==> config.mk <==
export PLATFORM = sky130hd
export DESIGN_NAME = acc12_core
export DESIGN_NICKNAME = d
export VERILOG_FILES = /design/src/rtl/acc12_pkg.sv /design/src/rtl/acc12_rstsync.sv /design/src/rtl/acc12_decode.sv /design/src/rtl/acc12_uop.sv /design/src/rtl/acc12_mref.sv /design/src/rtl/acc12_core.sv
export SDC_FILE = /design/constraint.sdc
export NUM_CORES = 1
export LEC_CHECK = 0
export ABC_AREA = 0
export ABC_CLOCK_PERIOD_IN_PS = 6600
export CORE_MARGIN = 4
export CORE_UTILIZATION = 60
export DETAILED_ROUTE_END_ITERATION = 12
export DONT_BUFFER_PORTS = 1
export PLACE_DENSITY = 0.76
export SETUP_SLACK_MARGIN = 0.5
export SYNTH_ARGS = -nofsm -noshare
export SYNTH_HDL_FRONTEND = slang
export SYNTH_SLANG_ARGS = --single-unit
==> constraint.sdc <==
create_clock -name clk -period 6.6 [get_ports clk]
set_input_delay 0.33 -clock clk [delete_from_list [all_inputs] [get_ports clk]]
set_output_delay 0.33 -clock clk [all_outputs]
set_load 0.005 [all_outputs]
==> src/rtl/acc12_pkg.sv <==
package acc12_pkg;
  localparam int WORD_W = 12;
  localparam int OP_W   = 3;
  localparam int OFS_W  = 7;
  localparam int PAGE_W = WORD_W - OFS_W;
  localparam int IND_BIT = OFS_W + 1;   // indirect flag, also group select for opcode 7
  localparam int CUR_BIT = OFS_W;       // current-page select

  // micro-operation bit positions in the operate word
  localparam int U_CLRA = 7;
  localparam int U_CLRC = 6;
  localparam int U_INVA = 5;
  localparam int U_INVC = 4;
  localparam int U_ROTR = 3;
  localparam int U_ROTL = 2;
  localparam int U_TWO  = 1;
  localparam int U_INCA = 0;

  typedef enum logic [OP_W-1:0] {
    OP_AND  = 3'd0,
    OP_ADD  = 3'd1,
    OP_INCZ = 3'd2,
    OP_STCL = 3'd3,
    OP_CALL = 3'd4,
    OP_JUMP = 3'd5,
    OP_IO   = 3'd6,
    OP_UOP  = 3'd7
  } op_e;

  typedef enum logic [1:0] {
    ST_FETCH,
    ST_DEFER,
    ST_EXEC,
    ST_WRITE
  } st_e;
endpackage

==> src/rtl/acc12_rstsync.sv <==
module acc12_rstsync #(
  parameter int STAGES = 2
) (
  input  logic clk,
  input  logic arst_n,
  output logic srst_n
);
  logic [STAGES-1:0] sh_q;

  always_ff @(posedge clk or negedge arst_n) begin
    if (!arst_n) sh_q <= '0;
    else         sh_q <= {sh_q[STAGES-2:0], 1'b1};
  end

  assign srst_n = sh_q[STAGES-1];
endmodule

==> src/rtl/acc12_decode.sv <==
module acc12_decode
  import acc12_pkg::*;
(
  input  logic [WORD_W-1:0] word,
  input  logic [WORD_W-1:0] here,
  output op_e               op,
  output logic              indirect,
  output logic [WORD_W-1:0] ea
);
  logic [PAGE_W-1:0] page;

  always_comb begin
    op       = op_e'(word[WORD_W-1 -: OP_W]);
    indirect = word[IND_BIT];
    page     = word[CUR_BIT] ? here[WORD_W-1 -: PAGE_W] : {PAGE_W{1'b0}};
    ea       = {page, word[OFS_W-1:0]};
  end
endmodule

==> src/rtl/acc12_uop.sv <==
module acc12_uop
  import acc12_pkg::*;
(
  input  logic [WORD_W-1:0] acc_i,
  input  logic              cf_i,
  input  logic [7:0]        uop,
  output logic [WORD_W-1:0] acc_o,
  output logic              cf_o
);
  logic [WORD_W-1:0] a;
  logic              c;
  logic [WORD_W:0]   inc;
  logic              rot_l, rot_r;

  always_comb begin
    a = acc_i;
    c = cf_i;
    if (uop[U_CLRA]) a = '0;
    if (uop[U_CLRC]) c = 1'b0;
    if (uop[U_INVA]) a = ~a;
    if (uop[U_INVC]) c = ~c;
    inc = {1'b0, a} + {{WORD_W{1'b0}}, 1'b1};
    if (uop[U_INCA]) begin
      a = inc[WORD_W-1:0];
      c = c ^ inc[WORD_W];
    end
    rot_l = uop[U_ROTL] & ~uop[U_ROTR];
    rot_r = uop[U_ROTR] & ~uop[U_ROTL];
    for (int i = 0; i < 2; i++) begin
      if (i == 0 || uop[U_TWO]) begin
        if (rot_l)      {c, a} = {a, c};
        else if (rot_r) {c, a} = {a[0], c, a[WORD_W-1:1]};
      end
    end
    acc_o = a;
    cf_o  = c;
  end
endmodule

==> src/rtl/acc12_mref.sv <==
module acc12_mref
  import acc12_pkg::*;
(
  input  op_e               op,
  input  logic [WORD_W-1:0] acc_i,
  input  logic              cf_i,
  input  logic [WORD_W-1:0] data_i,
  output logic [WORD_W-1:0] acc_o,
  output logic              cf_o,
  output logic [WORD_W-1:0] inc_o
);
  logic [WORD_W:0] sum;

  always_comb begin
    sum   = {1'b0, acc_i} + {1'b0, data_i};
    inc_o = data_i + {{(WORD_W-1){1'b0}}, 1'b1};
    acc_o = acc_i;
    cf_o  = cf_i;
    case (op)
      OP_AND: acc_o = acc_i & data_i;
      OP_ADD: begin
        acc_o = sum[WORD_W-1:0];
        cf_o  = cf_i ^ sum[WORD_W];
      end
      default: ;
    endcase
  end
endmodule

==> src/rtl/acc12_core.sv <==
module acc12_core
  import acc12_pkg::*;
#(
  parameter int CNT_W = 32
) (
  input  logic              clk,
  input  logic              rst_n,
  output logic              mem_req,
  output logic              mem_we,
  output logic [WORD_W-1:0] mem_addr,
  output logic [WORD_W-1:0] mem_wdata,
  input  logic [WORD_W-1:0] mem_rdata,
  input  logic              mem_ready,
  output logic [WORD_W-1:0] acc_o,
  output logic              carry_o,
  output logic [WORD_W-1:0] pc_o,
  output logic [CNT_W-1:0]  xfer_count_o
);
  localparam logic [WORD_W-1:0] ONE_W = {{(WORD_W-1){1'b0}}, 1'b1};
  localparam logic [CNT_W-1:0]  ONE_C = {{(CNT_W-1){1'b0}}, 1'b1};

  logic rst_int_n;
  logic xfer;

  st_e               state_q, st_n;
  op_e               op_q, op_n;
  logic [WORD_W-1:0] acc_q, acc_n, pc_q, pc_n, ea_q, ea_n, wbuf_q, wbuf_n;
  logic              cf_q, cf_n;
  logic [CNT_W-1:0]  cnt_q;

  op_e               d_op;
  logic              d_ind;
  logic [WORD_W-1:0] d_ea;
  logic [WORD_W-1:0] u_acc, m_acc, m_inc;
  logic              u_cf, m_cf;

  acc12_rstsync #(.STAGES(2)) u_rst (.clk(clk), .arst_n(rst_n), .srst_n(rst_int_n));

  acc12_decode u_dec (.word(mem_rdata), .here(pc_q), .op(d_op), .indirect(d_ind), .ea(d_ea));

  acc12_uop u_uop (.acc_i(acc_q), .cf_i(cf_q), .uop(mem_rdata[7:0]), .acc_o(u_acc), .cf_o(u_cf));

  acc12_mref u_mref (.op(op_q), .acc_i(acc_q), .cf_i(cf_q), .data_i(mem_rdata),
                     .acc_o(m_acc), .cf_o(m_cf), .inc_o(m_inc));

  assign mem_req = rst_int_n;
  assign xfer    = mem_req & mem_ready;

  always_comb begin
    st_n      = state_q;
    op_n      = op_q;
    acc_n     = acc_q;
    cf_n      = cf_q;
    pc_n      = pc_q;
    ea_n      = ea_q;
    wbuf_n    = wbuf_q;
    mem_addr  = ea_q;
    mem_we    = 1'b0;
    mem_wdata = acc_q;
    unique case (state_q)
      ST_FETCH: begin
        mem_addr = pc_q;
        pc_n     = pc_q + ONE_W;
        op_n     = d_op;
        ea_n     = d_ea;
        case (d_op)
          OP_UOP: if (!mem_rdata[IND_BIT]) begin
            acc_n = u_acc;
            cf_n  = u_cf;
          end
          OP_IO: ;
          OP_JUMP: begin
            if (d_ind) st_n = ST_DEFER;
            else       pc_n = d_ea;
          end
          default: st_n = d_ind ? ST_DEFER : ST_EXEC;
        endcase
      end
      ST_DEFER: begin
        if (op_q == OP_JUMP) begin
          pc_n = mem_rdata;
          st_n = ST_FETCH;
        end else begin
          ea_n = mem_rdata;
          st_n = ST_EXEC;
        end
      end
      ST_EXEC: begin
        st_n = ST_FETCH;
        case (op_q)
          OP_AND, OP_ADD: begin
            acc_n = m_acc;
            cf_n  = m_cf;
          end
          OP_INCZ: begin
            wbuf_n = m_inc;
            st_n   = ST_WRITE;
          end
          OP_STCL: begin
            mem_we = 1'b1;
            acc_n  = '0;
          end
          OP_CALL: begin
            mem_we    = 1'b1;
            mem_wdata = pc_q;
            pc_n      = ea_q + ONE_W;
          end
          default: ;
        endcase
      end
      ST_WRITE: begin
        mem_we    = 1'b1;
        mem_wdata = wbuf_q;
        if (wbuf_q == '0) pc_n = pc_q + ONE_W;
        st_n = ST_FETCH;
      end
    endcase
  end

  always_ff @(posedge clk or negedge rst_int_n) begin
    if (!rst_int_n) begin
      state_q <= ST_FETCH;
      op_q    <= OP_AND;
      acc_q   <= '0;
      cf_q    <= 1'b0;
      pc_q    <= '0;
      ea_q    <= '0;
      wbuf_q  <= '0;
      cnt_q   <= '0;
    end else if (xfer) begin
      state_q <= st_n;
      op_q    <= op_n;
      acc_q   <= acc_n;
      cf_q    <= cf_n;
      pc_q    <= pc_n;
      ea_q    <= ea_n;
      wbuf_q  <= wbuf_n;
      cnt_q   <= cnt_q + ONE_C;
    end
  end

  assign acc_o        = acc_q;
  assign carry_o      = cf_q;
  assign pc_o         = pc_q;
  assign xfer_count_o = cnt_q;
endmodule

# After elaboration in Yosys (flattened, before gate mapping)
# Index checks and enable logic that the tools add are counted.
[totals] wordCells=109 register_bits=88 output_inout_bits=83 inputBits=15
[classes] bitwise_logic=10 addsub=6 n_reduce_logical=15 n_eq_ne=23 muxes=46
[ops] op="12-bit 2-to-1 mux" n=18
[ops] op="12-bit one-hot mux with 2 select lines" n=5
[ops] op="12-bit one-hot mux with 4 select lines" n=1
[ops] op="12-bit by 1-bit adder with 12-bit output, second input constant" n=3
[ops] op="32-bit by 1-bit adder with 32-bit output, second input constant" n=1
[ops] op="3-bit == test, second input constant" n=5
[ops] op="12-bit by 1-bit adder with 13-bit output, second input constant" n=1
[ops] op="12-bit by 12-bit adder with 13-bit output" n=1
[ops] op="1-bit 2-to-1 mux" n=13
[ops] op="12-bit bitwise AND" n=1
[ops] op="12-bit zero test" n=1
[ops] op="2-bit != test, second input constant" n=6
[ops] op="12-bit NOT" n=1
[ops] op="6-bit AND reduction" n=2
[ops] op="3-bit AND reduction" n=3
[ops] op="2-bit 2-to-1 mux" n=4
[ops] op="2-bit one-hot mux with 4 select lines" n=1
[ops] op="3-bit by 2-bit == test with 1-bit output, second input constant" n=2
[ops] op="2-bit by 1-bit != test with 1-bit output, second input constant" n=3
[ops] op="2-bit OR reduction" n=3
[ops] op="5-bit 2-to-1 mux" n=1
[ops] op="2-bit == test, second input constant" n=2
[ops] op="4-bit by 2-bit != test with 1-bit output, second input constant" n=1
[ops] op="1-bit one-hot mux with 2 select lines" n=2
[ops] op="other kinds (13)" n=19

# Longest topological paths before layout
# Gate-level depths: netlist of run 1.
[depth] ltp_word=14 ltp_mapped=14 ltp_nobuf=12

# Hierarchy
# A second synthesis of run 1 with hierarchy kept.
[hier_totals] cells_unflattened=922 hier_area_um2=7614.8
[by_module_without_submodules] mod="acc12_core" seq_area_each_um2=2152.1 n_inst=1 area_each_um2=5097.4 cells_per_inst=569
[by_module_without_submodules] mod="acc12_uop" seq_area_each_um2=0.0 n_inst=1 area_each_um2=1392.6 cells_per_inst=202
[by_module_without_submodules] mod="acc12_mref" seq_area_each_um2=0.0 n_inst=1 area_each_um2=957.2 cells_per_inst=132
[by_module_without_submodules] mod="acc12_decode" seq_area_each_um2=0.0 n_inst=1 area_each_um2=113.9 cells_per_inst=16
[by_module_without_submodules] mod="acc12_rstsync" seq_area_each_um2=50.0 n_inst=1 area_each_um2=53.8 cells_per_inst=3

# Worst setup path after synthesis of run 1
# OpenSTA, ideal clock, no wires.
[synth_timing] kind="flip-flop to flip-flop" from="register u_rst.sh_q[1]" to="register acc_q[0] (netlist: acc_o[0])" stages_incl_launch_ff=9 setup_slack_ns=2.585 arrival_time_ns=3.889 path_buffers=0 path_cell_list="dfrtp_1 nand2_1 nor2_1 o21ai_0 nor2_1 o21ai_0 a21o_1 o221ai_1 a21oi_1"
[synth_via] elab_chain_len=2
[synth_lines] element="from (decl)" line="acc12_rstsync.sv:8" source="logic [STAGES-1:0] sh_q;"
[synth_lines] element="from (signal assigned)" line="acc12_rstsync.sv:12" source="else sh_q <= {sh_q[STAGES-2:0], 1'b1};"
[synth_lines] element="1-bit bitwise AND" line="acc12_core.sv:47" source="assign xfer = mem_req & mem_ready;"
[synth_lines] element="6-bit AND reduction (no source line)"
[synth_lines] element="to (signal assigned)" line="acc12_core.sv:133" source="acc_q <= acc_n;"
[synth_lines] element="to (decl)" line="acc12_core.sv:27" source="logic [WORD_W-1:0] acc_q, acc_n, pc_q, pc_n, ea_q, ea_n, wbuf_q, wbuf_n;"
# Every way passes these cells.
# A chain may end at the register's enable or synchronous reset.

# Worst setup path after layout of run 1
[layout_timing] from="register state_q[0]" to="output port mem_wdata[0]"
[layout_via] elab_chain_len=2 word_cells_on_any_way=3
[layout_lines] element="from (decl)" line="acc12_core.sv:25" source="st_e state_q, st_n;"
[layout_lines] element="from (signal assigned)" line="acc12_core.sv:131" source="state_q <= st_n;"
[layout_lines] element="2-bit == test" line="acc12_core.sv:60" source="unique case (state_q)"
[layout_lines] element="12-bit one-hot mux with 2 select lines *" line="acc12_core.sv:60"
[layout_lines] element="to (decl)" line="acc12_core.sv:11" source="output logic [WORD_W-1:0] mem_wdata,"
# Mark *: on every way between the ends. The rest lies on a longest branch, timed or not.

==> run_results.csv, run 1 <==
group,metric,value,unit
grt,grt_start_max_net_pins,51,
route,drcViolationCount,0,
final_layout,areaGrowthSynthToFinish,3.846,%
power,pwr-share-comb,0.480,
setup_path,slowest_delay,1.03,ns
logic_synthesis,synth_seq_cells,88,
logic_synthesis,syn_avg_cell_area,8.200,um^2
logic_synthesis,synth_most_common_cell,"dfrtp_1",
clocking,insertion_delay,0.35,ns
power,pwr-share-seq,0.359,
logic_synthesis,synthFlopType,"dfrtp_1",
grt,gr-usage-all-layers,0.3225,
floorplanning,initial_core_util,0.6123,
clocking,cts_buffer_depth,2,
sta,fin_skew,0.007782,ns
sta,min_period,3.870,ns
min_path,min_from,"mem_rdata[0]",
sta,fin_crit_sh,0.5863,
final_layout,fillers,950,
logic_synthesis,synthTopCellsByArea,"dfrtp_1 (32%), xnor2_1 (7.5%), a21oi_1 (5.2%), nor2_1 (4.4%), nand2_1 (4.3%)",
grt,antenna_found_initial,0,
logic_synthesis,synth_nets,883,
logic_synthesis,syn_inst,849,
logic_synthesis,synthArstFlopShare,1.000,
setup_path,worst_path_max_delay_cell,"dfrtp_1",
power,power.switching,1.506,mW
sta,maxSlewHeadroom,0.1277,
clocking,clock-sinks,88,
setup_path,rr_startpoint,"state_q[0]$_DFFE_PN0P_",
setup_path,crit_path_end_kind,"output port",
setup_path,reg2reg_to,"wbuf_q[1]$_DFFE_PN0P_",
setup_path,critical_path.top_delay_family,"compound AO/OA/AOI/OAI gates",
clocking,cts_root_buffer,"clkbuf_16",
floorplanning,fp.dieH,115.7,um
route,drt-initial-drc-count,938,
sta,maxSlewViolCount,0,
power,irDropWorstVdd,0.2507,mV
grt,grt-ovfl-total,0,
floorplanning,dieArea,13390,um^2
sta,worstMarginPinSlew,1.304,ns
final_layout,finalNetCount,844,
grt,grt_pass1_vias,6010,
route,wl_per_cell,22.54,um
sta,setup_viol,0,
floorplanning,coreArea,11370,um^2
logic_synthesis,ys_seq_area_frac,0.3163,
setup_path,crit_arrival,3.54,ns
floorplanning,pin_count,98,
placement,portBuffers,0,
logic_synthesis,ys_top_cells_by_count,"dfrtp_1 (88), nor2_1 (81), nand2_1 (80)",
route,vias,6500,
setup_path,worstSetupPathType,"reg2out",
clocking,cts_resized,0,
final_layout,drive_above_1_share,0.07730,
flow_run,drv_cap,0,
clocking,postCtsSetupBuffers,0,
min_path,hold_class,"in2reg",
setup_path,path_max_fanout,32,
route,ant_nets,0,
sta,max_freq,258.4,MHz
sta,holdWs,0.07006,ns
sta,setup_tns,0,ns
placement,gp_congestion,0.9540,
logic_synthesis,yosysUniqueCellTypes,83,
setup_path,path_cells,"inv_1 > a21oi_1 > nor2_1 > a21oi_1",
clocking,numCtsBuffers,9,
power,switching_share,0.4885,
logic_synthesis,synth_area_leader_cell,"dfrtp_1",
setup_path,r2r_setup_slack,2.84,ns
setup_path,cp.buffers_inverters,1,
route,drt_first_pass_iters,6,
clocking,clk_pin_slew_worst_paths,0.07,ns
sta,hold_viol,0,
power,p_int,1.577,mW
logic_synthesis,netlist_area,6962,um^2
logic_synthesis,ys.warnings.count,0,
logic_synthesis,synth_edf_count,0,
sta,grt_setup_unrepaired,"false",
power,p_clk_frac,0.160,
power,power_leakage,2.908,nW
setup_path,r2r_cells,4,
clocking,cts-htree-levels,3,
route,vias_per_cell,6.785,
clocking,holdBufCountCts,1,
placement,dp_hpwl,15300,um
floorplanning,die_w,115.7,um
min_path,hold_depth,1,
logic_synthesis,synth_top_area_share,0.3163,
setup_path,cp_data_required_time,6.27,ns
clocking,tritoncts,"yes",
run_status,outcome,"finished, final reports clean",
min_path,whs_endpoint,"wbuf_q[0]$_DFFE_PN0P_",
route,wirelength,21590,um
setup_path,critPathLaunchType,"flip-flop",
grt,grt_pass1_wl,33450,um
floorplanning,fp-row-count,39,
setup_path,cp_common_cell,"a21oi_1",
power,p_per_area,426.5,nW/um^2
final_layout,diodes,0,
## registers in the layout, indices dropped and copies added (netlist names)
signal and count:
acc_o 12, carry_o 1, ea_q 12, op_q 3, pc_o 12, state_q 2
u_rst.sh_q 2, wbuf_q 12, xfer_count_o 32
## through the flow
stage,worst slack [ns],instances,cell area (um^2),total power [mW],utilization
floorplan,2.585,849,6962,2.165,-
global placement,3.082,941,6939,2.503,0.6103
detailed placement,2.955,941,6939,2.548,0.6103
CTS,2.854,958,7229,3.045,0.6359
global route,2.511,958,7229,3.289,0.6359
finish,2.730,958,7229,3.083,0.6359
## worst register-to-register path: stages (launching register included)
cell     delay [ns]
dfrtp_1        0.77
inv_1          0.78
nand2_1        0.59
nor3_2         1.09
mux2_2         0.43
## power by group through the flow
stage               sequential [mW]  combinational, mW  clock (mW)
floorplan                     0.907               1.26           0
global placement               1.09               1.41           0
detailed placement             1.10               1.44           0
CTS                            1.09               1.45       0.499
global route                   1.13               1.64       0.521
finish                         1.11               1.48       0.495
## layout make-up
class | instances | area (um^2) | share of cell area
Clock inverter | 7 | 55.05 | 0.007615
Timing Repair Buffer | 6 | 47.55 | 0.006577
Multi-Input combinational cell | 680 | 4423 | 0.6118
Sequential cell | 88 | 2206 | 0.3051
Inverter | 25 | 93.84 | 0.01298
Clock buffer | 9 | 225.2 | 0.03115
Tap cell | 143 | 178.9 | 0.02475
## cell usage in the layout, fill, tap and decap left out, types with 8 or more instances in the layout
cell type	count
dfrtp_1	87
nor2_1	81
nand2_1	80
a21oi_1	73
xnor2_1	60
o21ai_0	60
nand3_1	27
xor2_1	26
inv_1	22
mux2_2	22
a211oi_1	19
nand4_1	19
ha_1	18
and3_1	16
nor2b_1	15
nor3_1	13
or3_1	12
o21a_1	10
clkbuf_16	9
a31oi_1	8
and2_1	8
## routing by layer
layer  track usage  vias up  wire length, um
li1              -     2978                -
met1        0.4674     3102             9217
met2        0.4846      385             9416
met3       0.07572       35             2544
met4       0.09126        0              411
met5             0        -                0
## worst max path at each step
stage | to | from | slack (ns) | cells past startpoint
after global routing | mem_wdata[0] | state_q[0]$_DFFE_PN0P_ | 2.51 | 4
after detailed placement | wbuf_q[1]$_DFFE_PN0P_ | state_q[0]$_DFFE_PN0P_ | 2.96 | 4
final | mem_wdata[0] | state_q[0]$_DFFE_PN0P_ | 2.73 | 4
after CTS | mem_wdata[0] | state_q[0]$_DFFE_PN0P_ | 2.85 | 4
after floorplan | acc_o[0]$_DFFE_PN0P_ | u_rst.sh_q[1]$_DFF_PN0_ | 2.59 | 8
after global placement | wbuf_q[1]$_DFFE_PN0P_ | state_q[0]$_DFFE_PN0P_ | 3.08 | 4
## cell families (layout without fill, tap and decap cells)
kind of cell | after synthesis | in the layout | synth area share
AND/OR/NAND/NOR | 304 | 304 | 0.2195
AO/OA/AOI/OAI | 239 | 239 | 0.2191
XOR/XNOR | 88 | 88 | 0.1129
flip-flops | 88 | 88 | 0.3163
buffers and inverters | 81 | 47 | 0.04906
multiplexers | 29 | 29 | 0.04745
adder cells (fa/ha/maj) | 19 | 19 | 0.03523
other | 1 | 1 | 0.0005387
(Power assumes the default switching activity.)
==> run 2, diff against run 1 <==
ABC_AREA = 1   (was 0)
ABC_CLOCK_PERIOD_IN_PS = 3500   (was 6600)
CORE_UTILIZATION = 59   (was 60)
PLACE_DENSITY = 0.78   (was 0.76)
clock period = 3.5 ns   (was 6.6 ns; I/O delays follow)
==> run_results.csv, run 2 <==
group,metric,value,unit
clocking,cts_buffer_depth,2,
setup_path,critPathLaunchType,"flip-flop",
setup_path,crit_start,"op_q[2]$_DFFE_PN0P_",
grt,grt-ovfl-total,0,
sta,setup_tns,0,ns
route,wl_per_cell,18.31,um
clocking,tritoncts,"yes",
logic_synthesis,ys_top_cells_by_count,"nand2_1 (249), inv_1 (114), dfrtp_1 (88)",
sta,min_period,2.774,ns
final_layout,final_common_cell,"nand2_1",
logic_synthesis,synth_nets,1033,
setup_path,crit_path_end_kind,"flip-flop",
floorplanning,pin_count,98,
clocking,cts_root_buffer,"clkbuf_16",
placement,portBuffers,0,
logic_synthesis,synth_top_area_share,0.3183,
setup_path,r2r_cells,8,
logic_synthesis,netlist_area,6918,um^2
final_layout,areaGrowthSynthToFinish,7.325,%
clocking,clock-sinks,88,
route,wirelength,21030,um
route,drt-initial-drc-count,780,
logic_synthesis,syn_avg_cell_area,6.925,um^2
clocking,numCtsBuffers,9,
logic_synthesis,synth_seq_cells,88,
floorplanning,die_w,116.3,um
setup_path,worst_path_max_delay_cell,"nor2_1",
setup_path,reg2reg_to,"acc_o[10]$_DFFE_PN0P_",
sta,worstMarginPinSlew,0.9292,ns
sta,grt_setup_unrepaired,"false",
placement,dp_hpwl,15700,um
final_layout,final_util,0.6475,
sta,fin_crit_sh,0.7925,
logic_synthesis,synthArstFlopShare,1.000,
grt,gr-usage-all-layers,0.3166,
setup_path,path_max_fanout,11,
sta,maxSlewViolCount,0,
sta,fin_skew,0.007824,ns
logic_synthesis,yosysUniqueCellTypes,51,
placement,pre_cts_ws,0.8365,ns
floorplanning,coreArea,11470,um^2
final_layout,largest_reg_flops,32,
placement,place_inst,1120,
setup_path,crit_arrival,3.02,ns
floorplanning,fp-row-count,39,
sta,worst_slack,0.7262,ns
setup_path,rr_startpoint,"op_q[2]$_DFFE_PN0P_",
power,irDropWorstVdd,0.6474,mV
logic_synthesis,synth_edf_count,0,
sta,holdWs,0.005803,ns
logic_synthesis,synth_area_leader_cell,"dfrtp_1",
grt,grt_start_max_net_pins,64,
setup_path,r2r_setup_slack,0.73,ns
run_status,outcome,"finished, final reports clean",
sta,maxSlewHeadroom,0.3783,
power,p_total,5.589,mW
min_path,hold_class,"in2reg",
final_layout,final_cell_mix,"nand2_1 (249), inv_1 (113), dfrtp_1 (87), nor2_1 (82)",
setup_path,slowest_delay,0.62,ns
logic_synthesis,synth_most_common_cell,"nand2_1",
logic_synthesis,ys_seq_area_frac,0.3183,
grt,grt_pass1_vias,6365,
flow_run,drv_cap,0,
setup_path,crit_cells,8,
final_layout,finalNetCount,1035,
logic_synthesis,synthFlopType,"dfrtp_1",
setup_path,cp.buffers_inverters,2,
final_layout,fin_cells,1149,
sta,setup_viol,0,
final_layout,fillers,1036,
sta,hold_viol,0,
placement,gp_congestion,0.9685,
setup_path,endpoint,"acc_o[10]$_DFFE_PN0P_",
final_layout,drive_above_1_share,0.07455,
power,power_leakage,3.502,nW
route,vias_per_cell,6.010,
setup_path,cp_common_cell,"nand2_1",
clocking,clk_pin_slew_worst_paths,0.07,ns
route,drt_first_pass_iters,5,
setup_path,worstSetupPathType,"reg2reg",
floorplanning,initial_core_util,0.6033,
grt,antenna_found_initial,0,
route,ant_nets,0,
clocking,insertion_delay,0.36,ns
logic_synthesis,ys.warnings.count,0,
final_layout,diodes,0,
placement,dpl_cell_area,6997,um^2
route,drcViolationCount,0,
grt,grt_pass1_wl,33510,um
logic_synthesis,synthTopCellsByArea,"dfrtp_1 (32%), nand2_1 (14%), inv_1 (6.2%), nand3_1 (5.7%), o21ai_0 (5.7%)",
power,p_per_area,752.8,nW/um^2
setup_path,path_cells,"nor2_1 > inv_1 > nor2_1 > inv_1 > o21ai_0 > nand2_1 > nand2_1 > nand2_1",
sta,max_freq,360.5,MHz
setup_path,cp_data_required_time,3.75,ns
floorplanning,fp.dieH,116.3,um
setup_path,critical_path.top_delay_family,"simple AND/OR/NAND/NOR gates",
clocking,cts-htree-levels,3,
final_layout,final_area,7425,um^2
route,vias,6906,
floorplanning,dieArea,13520,um^2
logic_synthesis,syn_inst,999,
## run 2: worst min path at each step
stage               slack [ns]  cells past startpoint                 endpoint     startpoint
floorplan                -0.12                      0  u_rst.sh_q[0]$_DFF_PN0_          rst_n
global placement         -0.12                      0  u_rst.sh_q[0]$_DFF_PN0_          rst_n
detailed placement       -0.12                      0  u_rst.sh_q[0]$_DFF_PN0_          rst_n
CTS                      0.005                      3   wbuf_q[11]$_DFFE_PN0P_  mem_rdata[11]
global route              0.03                      2    wbuf_q[8]$_DFFE_PN0P_   mem_rdata[8]
finish                   0.006                      3   wbuf_q[11]$_DFFE_PN0P_  mem_rdata[11]
## run 2: cell families after synthesis
kind of cell,count (synthesis),share of synthesized area
compound gates,182,0.1521
xor+xnor,55,0.07343
fa+ha+maj,19,0.03545
buf+inv,155,0.09188
flops,88,0.3183
other cells,1,0.0005421
simple gates,499,0.3283
## run 2: area by class of cell
type                    instances  area [um^2]  area share
clock buffers                  10        229.0     0.03084
clock inverters                 6        75.07     0.01011
inverters                     125        473.0     0.06370
multi-input cells             756         4083      0.5499
flip-flops and latches         88         2206      0.2971
well taps                     143        178.9     0.02410
repair buffers                 20        175.2     0.02359
repair inverters                1        5.005   0.0006741
## run 2: power breakdown
group / internal, mW / switching [mW]
clock network: 0.565 / 0.444
logic: 0.902 / 1.82
registers: 1.33 / 0.530
## run 2: worst reg2reg max path, stage by stage, from the launching register on
cell     delay, ns
dfrtp_1       0.43
nor2_1        0.48
inv_1         0.28
nor2_1        0.62
inv_1         0.25
o21ai_0       0.39
nand2_1       0.10
nand2_1       0.07
nand2_1       0.04
## run 2: layer usage
layer	share of wire	track usage
met1	0.42	0.4353
met2	0.44	0.4973
met3	0.12	0.07927
met4	0.025	0.08894
met5	0	0
## run 2: what timing repair did
item / in CTS / in global routing
endpoints found under the hold margin: 13 / 0
hold buffers: 10 / 0
gates resized for setup: 0 / 1
setup endpoints to repair: 0 / 10
buffers inserted: 0 / 2
